**src/rtl/strig_pkg.sv**
```systemverilog
package strig_pkg;
  localparam int CTRL_W   = 8;
  localparam int BIT_ARM  = 0;
  localparam int BIT_FIRE = 1;
  localparam int BIT_MSTR = 2;
  localparam int BIT_LINE = 3;

  typedef struct packed {
    logic master;
    logic fire;
    logic arm;
  } ctrl_t;
endpackage

```
**src/rtl/strig_sync.sv**
```systemverilog
module strig_sync #(
  parameter int STAGES = 2
) (
  input  logic clk,
  input  logic rst,
  input  logic din,
  output logic level,
  output logic rise
);
  logic [STAGES-1:0] chain_q;
  logic              prev_q;

  generate
    for (genvar i = 0; i < STAGES; i++) begin : g_stage
      if (i == 0) begin : g_first
        always_ff @(posedge clk) begin
          if (rst) chain_q[0] <= 1'b0;
          else     chain_q[0] <= din;
        end
      end else begin : g_next
        always_ff @(posedge clk) begin
          if (rst) chain_q[i] <= 1'b0;
          else     chain_q[i] <= chain_q[i-1];
        end
      end
    end
  endgenerate

  always_ff @(posedge clk) begin
    if (rst) prev_q <= 1'b0;
    else     prev_q <= chain_q[STAGES-1];
  end

  assign level = chain_q[STAGES-1];
  assign rise  = chain_q[STAGES-1] & ~prev_q;
endmodule

```
**src/rtl/strig_ctrl_regs.sv**
```systemverilog
module strig_ctrl_regs
  import strig_pkg::*;
(
  input  logic              clk,
  input  logic              rst,
  input  logic              wr_en,
  input  logic [CTRL_W-1:0] wr_data,
  output ctrl_t             ctrl_q,
  output ctrl_t             ctrl_n
);
  always_comb begin
    ctrl_n = ctrl_q;
    if (wr_en) begin
      ctrl_n.arm    = wr_data[BIT_ARM];
      ctrl_n.master = wr_data[BIT_MSTR];
      // fire is a pulse on write, held while armed master
      ctrl_n.fire   = wr_data[BIT_ARM] & wr_data[BIT_MSTR]
                    & (wr_data[BIT_FIRE] | ctrl_q.fire);
    end
  end

  always_ff @(posedge clk) begin
    if (rst) ctrl_q <= '0;
    else     ctrl_q <= ctrl_n;
  end
endmodule

```
**src/rtl/strig_gate.sv**
```systemverilog
module strig_gate
  import strig_pkg::*;
(
  input  logic  clk,
  input  logic  rst,
  input  ctrl_t ctrl_n,
  input  logic  line_rise,
  output logic  gate_q
);
  logic hit_q;
  logic hit_n;
  logic event_n;

  always_comb begin
    event_n = ctrl_n.master ? ctrl_n.fire : line_rise;
    hit_n   = ctrl_n.arm & (hit_q | event_n);
  end

  always_ff @(posedge clk) begin
    if (rst) begin
      hit_q  <= 1'b0;
      gate_q <= 1'b1;
    end else begin
      hit_q  <= hit_n;
      gate_q <= ~ctrl_n.arm | hit_n;
    end
  end
endmodule

```
**src/rtl/stream_start_trigger.sv**
```systemverilog
module stream_start_trigger
  import strig_pkg::*;
#(
  parameter int SYNC_STAGES = 2
) (
  input  logic              clk,
  input  logic              rst,
  input  logic              reg_wr_en,
  input  logic [CTRL_W-1:0] reg_wr_data,
  output logic [CTRL_W-1:0] reg_rd_data,
  input  logic              trig_line_in,
  output logic              trig_line_out,
  output logic              trig_line_oe,
  output logic              stream_gate
);
  ctrl_t ctrl_q;
  ctrl_t ctrl_n;
  logic  line_lvl;
  logic  line_rise;
  logic  rd_line;

  strig_sync #(.STAGES(SYNC_STAGES)) u_sync (
    .clk   (clk),
    .rst   (rst),
    .din   (trig_line_in),
    .level (line_lvl),
    .rise  (line_rise)
  );

  strig_ctrl_regs u_regs (
    .clk     (clk),
    .rst     (rst),
    .wr_en   (reg_wr_en),
    .wr_data (reg_wr_data),
    .ctrl_q  (ctrl_q),
    .ctrl_n  (ctrl_n)
  );

  strig_gate u_gate (
    .clk       (clk),
    .rst       (rst),
    .ctrl_n    (ctrl_n),
    .line_rise (line_rise),
    .gate_q    (stream_gate)
  );

  assign rd_line = ctrl_n.master ? ctrl_n.fire : line_lvl;

  always_ff @(posedge clk) begin
    if (rst) begin
      reg_rd_data   <= '0;
      trig_line_out <= 1'b0;
      trig_line_oe  <= 1'b0;
    end else begin
      reg_rd_data           <= '0;
      reg_rd_data[BIT_ARM]  <= ctrl_n.arm;
      reg_rd_data[BIT_FIRE] <= ctrl_n.fire;
      reg_rd_data[BIT_MSTR] <= ctrl_n.master;
      reg_rd_data[BIT_LINE] <= rd_line;
      trig_line_out         <= ctrl_n.fire;
      trig_line_oe          <= ctrl_n.master;
    end
  end
endmodule

```
**config.mk**
```make
export PLATFORM = sky130hd
export DESIGN_NAME = stream_start_trigger
export DESIGN_NICKNAME = d
export VERILOG_FILES = /design/src/rtl/strig_pkg.sv /design/src/rtl/strig_sync.sv /design/src/rtl/strig_ctrl_regs.sv /design/src/rtl/strig_gate.sv /design/src/rtl/stream_start_trigger.sv
export SDC_FILE = /design/constraint.sdc
export NUM_CORES = 1
export LEC_CHECK = 0
export ABC_AREA = 1
export BUFFER_PORTS_ARGS = -buffer_cell sky130_fd_sc_hd__buf_2
export CAP_MARGIN = 20
export CORE_AREA = 2 2 39 41
export DETAILED_ROUTE_END_ITERATION = 16
export DIE_AREA = 0 0 41 43
export PLACE_DENSITY_LB_ADDON = 0.2
export SLEW_MARGIN = 25
export SYNTH_ARGS = -nofsm -noshare
export SYNTH_HDL_FRONTEND = slang
export SYNTH_HIERARCHICAL = 1
export SYNTH_SLANG_ARGS = --single-unit
```
**constraint.sdc**
```tcl
create_clock -name clk -period 1.1 [get_ports clk]
set_clock_uncertainty 0.15 [all_clocks]
set_input_delay 0.22 -clock clk [delete_from_list [all_inputs] [get_ports clk]]
set_output_delay 0.22 -clock clk [all_outputs]
set_load 0.1 [all_outputs]
```
==> results.yml <==
timing:
  period_share_pct: 108.4
  final-hold-violation-count: 0
  rsz0062_at_grt: "yes"
  finalSetupViolCount: 9
  final.setup.worst_slack_ns: -0.09249
  slew_viol_final: 0
  period_minus_slack_ns: 1.192
  hold_ws_ns: 0.07779
  max_freq_mhz: 838.6
place:
  portBuffers: 13
  dpl.hpwl_um: 580.1
  gp_congestion: 0.7222
  postPlaceCellArea_um2: 658.1
  dp_worst_setup_slack_ns: -0.1788
floorplanning:
  die_area_mm2: 0.001763
  core-area_mm2: 0.001384
  die_w_um: 41
  start_util_pct: 33.82
  fp.dieH_um: 43
  ios: 23
  rows: 14
global_route:
  antenna_found_initial: 0
  grt_pass1_wl_mm: 1.311
  grt_usage_pct: 11.71
  gr-total-overflow: 0
  grt_max_degree: 12
  grt_pass1_vias: 340
drt:
  wire_per_inst_um: 7.765
  drc: 0
  vias_per_cell: 3.918
  wl_um: 761
  ant_nets: 0
  first_pass_iters: 1
  drt_iter0_drc: 0
  via_count: 384
worst_setup_path:
  cp_num_buf_inv: 1
  slowest_stage: "dfxtp_4"
  path_class: "reg -> out"
  path_max_fanout: 2
  path_cells: "buf_12"
  crit_family: "flip-flops"
  cp.depth: 1
  cpPeakStageDelay_ns: 0.38
  cp.arrival_ns: 0.82
  startpoint_type: "register"
  crit_required_ns: 0.73
  worstRegToRegCells: 8
  crit_path_end_kind: "output port"
power:
  p_sw_uw: 369.6
  intPower_uw: 744.7
  switching_share_pct: 33.17
  ir_drop_mv: 0.7838
  pwr-share-clk_pct: 31.0
  p_comb_share_pct: 27.0
  p_seq_share_pct: 42.1
  p_leak_uw: 0.0003523
  power.density_mw_per_mm2: 1546
  p_total_uw: 1114
synth:
  ys_warn_count: 6
  synth_top_area_share_pct: 51.34
  synth_top_family_by_area: "simple AND/OR/NAND/NOR gates"
  synthAdderAreaFrac_pct: 0
  synth_top_cell_by_area: "dfxtp_1"
  muxShareOfSynthArea_pct: 0
  syn_inst: 64
  synthTopCellsByArea: "dfxtp_1 (51%), nor2_1 (13%), buf_4 (9.6%)"
  post_synth_and_or_nand_nor_area_fraction_pct: 26.74
  avgSynthCellArea_um2: 7.312
  synth_xor_area_share_pct: 0
  synth-compound-area-share_pct: 1.070
  seq_area_frac_synth_pct: 51.34
  yosysUniqueCellTypes: 10
  synth_seq_cells: 12
  synth_area_um2: 467.9
finish:
  drive_gt1_share_pct: 46.34
  area_growth_pct: 54.01
  final_cell_area_um2: 720.7
  nets: 95
  final_common_cell: "nor2_1"
  mostFrequentLayoutCells: "nor2_1 (12), inv_1 (10), nand2_1 (9), nor2_2 (7), buf_12 (7)"
  antenna_cells: 0
clock_network:
  cts_tree: "yes"
  insertion_delay_ns: 0.27
  numCtsBuffers: 3
  clock_path_buffers: 2
  cts_sinks: 12
  cts-root-buf: "clkbuf_4"
  htree_levels: 1
  clkTransAtPathRegs_ns: 0.08
outcome:
  violations: "negative setup slack"
  status: "complete, but fails checks"
flow_run:
  max_cap_violations: 0
hold_path:
  min_path_cells: 3
  hp-class: "in -> reg"
## worst reg2reg max path: cells and delay by family (launching register included)
kind	cells	cell delay, ns
and+or+nand+nor	7	0.48
buffers and inverters	1	0.05
DFF	1	0.33
## logic make-up after synthesis
logic type,after synthesis
buffers and inverters,19
AND/OR/NAND/NOR,31
AO/OA/AOI/OAI,1
other,1
flip-flops,12
## metal layers
metal	track usage [%]	vias to the layer above	share of wire (%)
li1	-	208	-
met1	11.11	165	39
met2	18.13	9	55
met3	4.712	2	4.1
met4	10.00	0	1.8
met5	0	-	0
## area by class of cell
type	instances	area [µm²]
Inverter	13	48.80
Clock buffer	4	36.28
Timing Repair Buffer	17	202.7
Tap cell	16	20.02
Fill cell	140	663.1
Sequential cell	12	252.7
Multi-Input combinational cell	36	160.2
## registers in the layout, indices dropped and copies added (netlist names)
signal	count
u_sync/level	1
u_sync/prev_q	1
reg_rd_data	4
u_gate/hit_q	1
u_sync/chain_q	1
u_gate/gate_q	1
u_regs/ctrl_q	3
## power groups by stage
stage                     clock network [µW]  registers [µW]  logic, µW
after floorplan                            0             547        152
after global placement                     0             478        291
after detailed placement                   0             479        293
after CTS                                361             469        300
after global routing                     381             471        316
final                                    345             469        300
## path summary, 6_finish.rpt
kind	from	end	slack, ns
worst max-delay path	reg_rd_data[2]	reg_rd_data[2]	-0.09
worst min-delay path	reg_wr_data[2]	u_regs/ctrl_q[2]	0.08
worst max register to register	u_regs/ctrl_q[1]	u_gate/gate_q	-0.04
worst min register to register	u_sync/chain_q[0]	u_sync/level	0.26
## cell usage after synthesis
cell	instances
inv_1	12
nand2_1	11
conb_1	1
nor2_2	3
nor2_1	16
nor3_1	1
dfxtp_1	12
inv_2	1
buf_4	6
a21oi_1	1
## timing repair
| action | CTS | global route |
|---|---|---|
| pin swaps | 0 | 8 |
| endpoints found under the hold margin | 1 | 0 |
| buffers inserted | 1 | 0 |
| endpoints found under the setup margin | 9 | 11 |
| gates resized for setup | 3 | 6 |
| hold buffers | 1 | 0 |
## stage by stage
step           cells  setup TNS, ns  util, %
2_1_floorplan     67        -0.1444        -
3_3_place_gp      93        -0.3733    47.56
3_5_place_dp      93        -0.3956    47.56
4_1_cts           99        -0.6423    51.90
5_1_grt           98        -0.9954    52.08
6_report          98        -0.5593    52.08
Note: power is estimated with default switching activity, not from simulation.
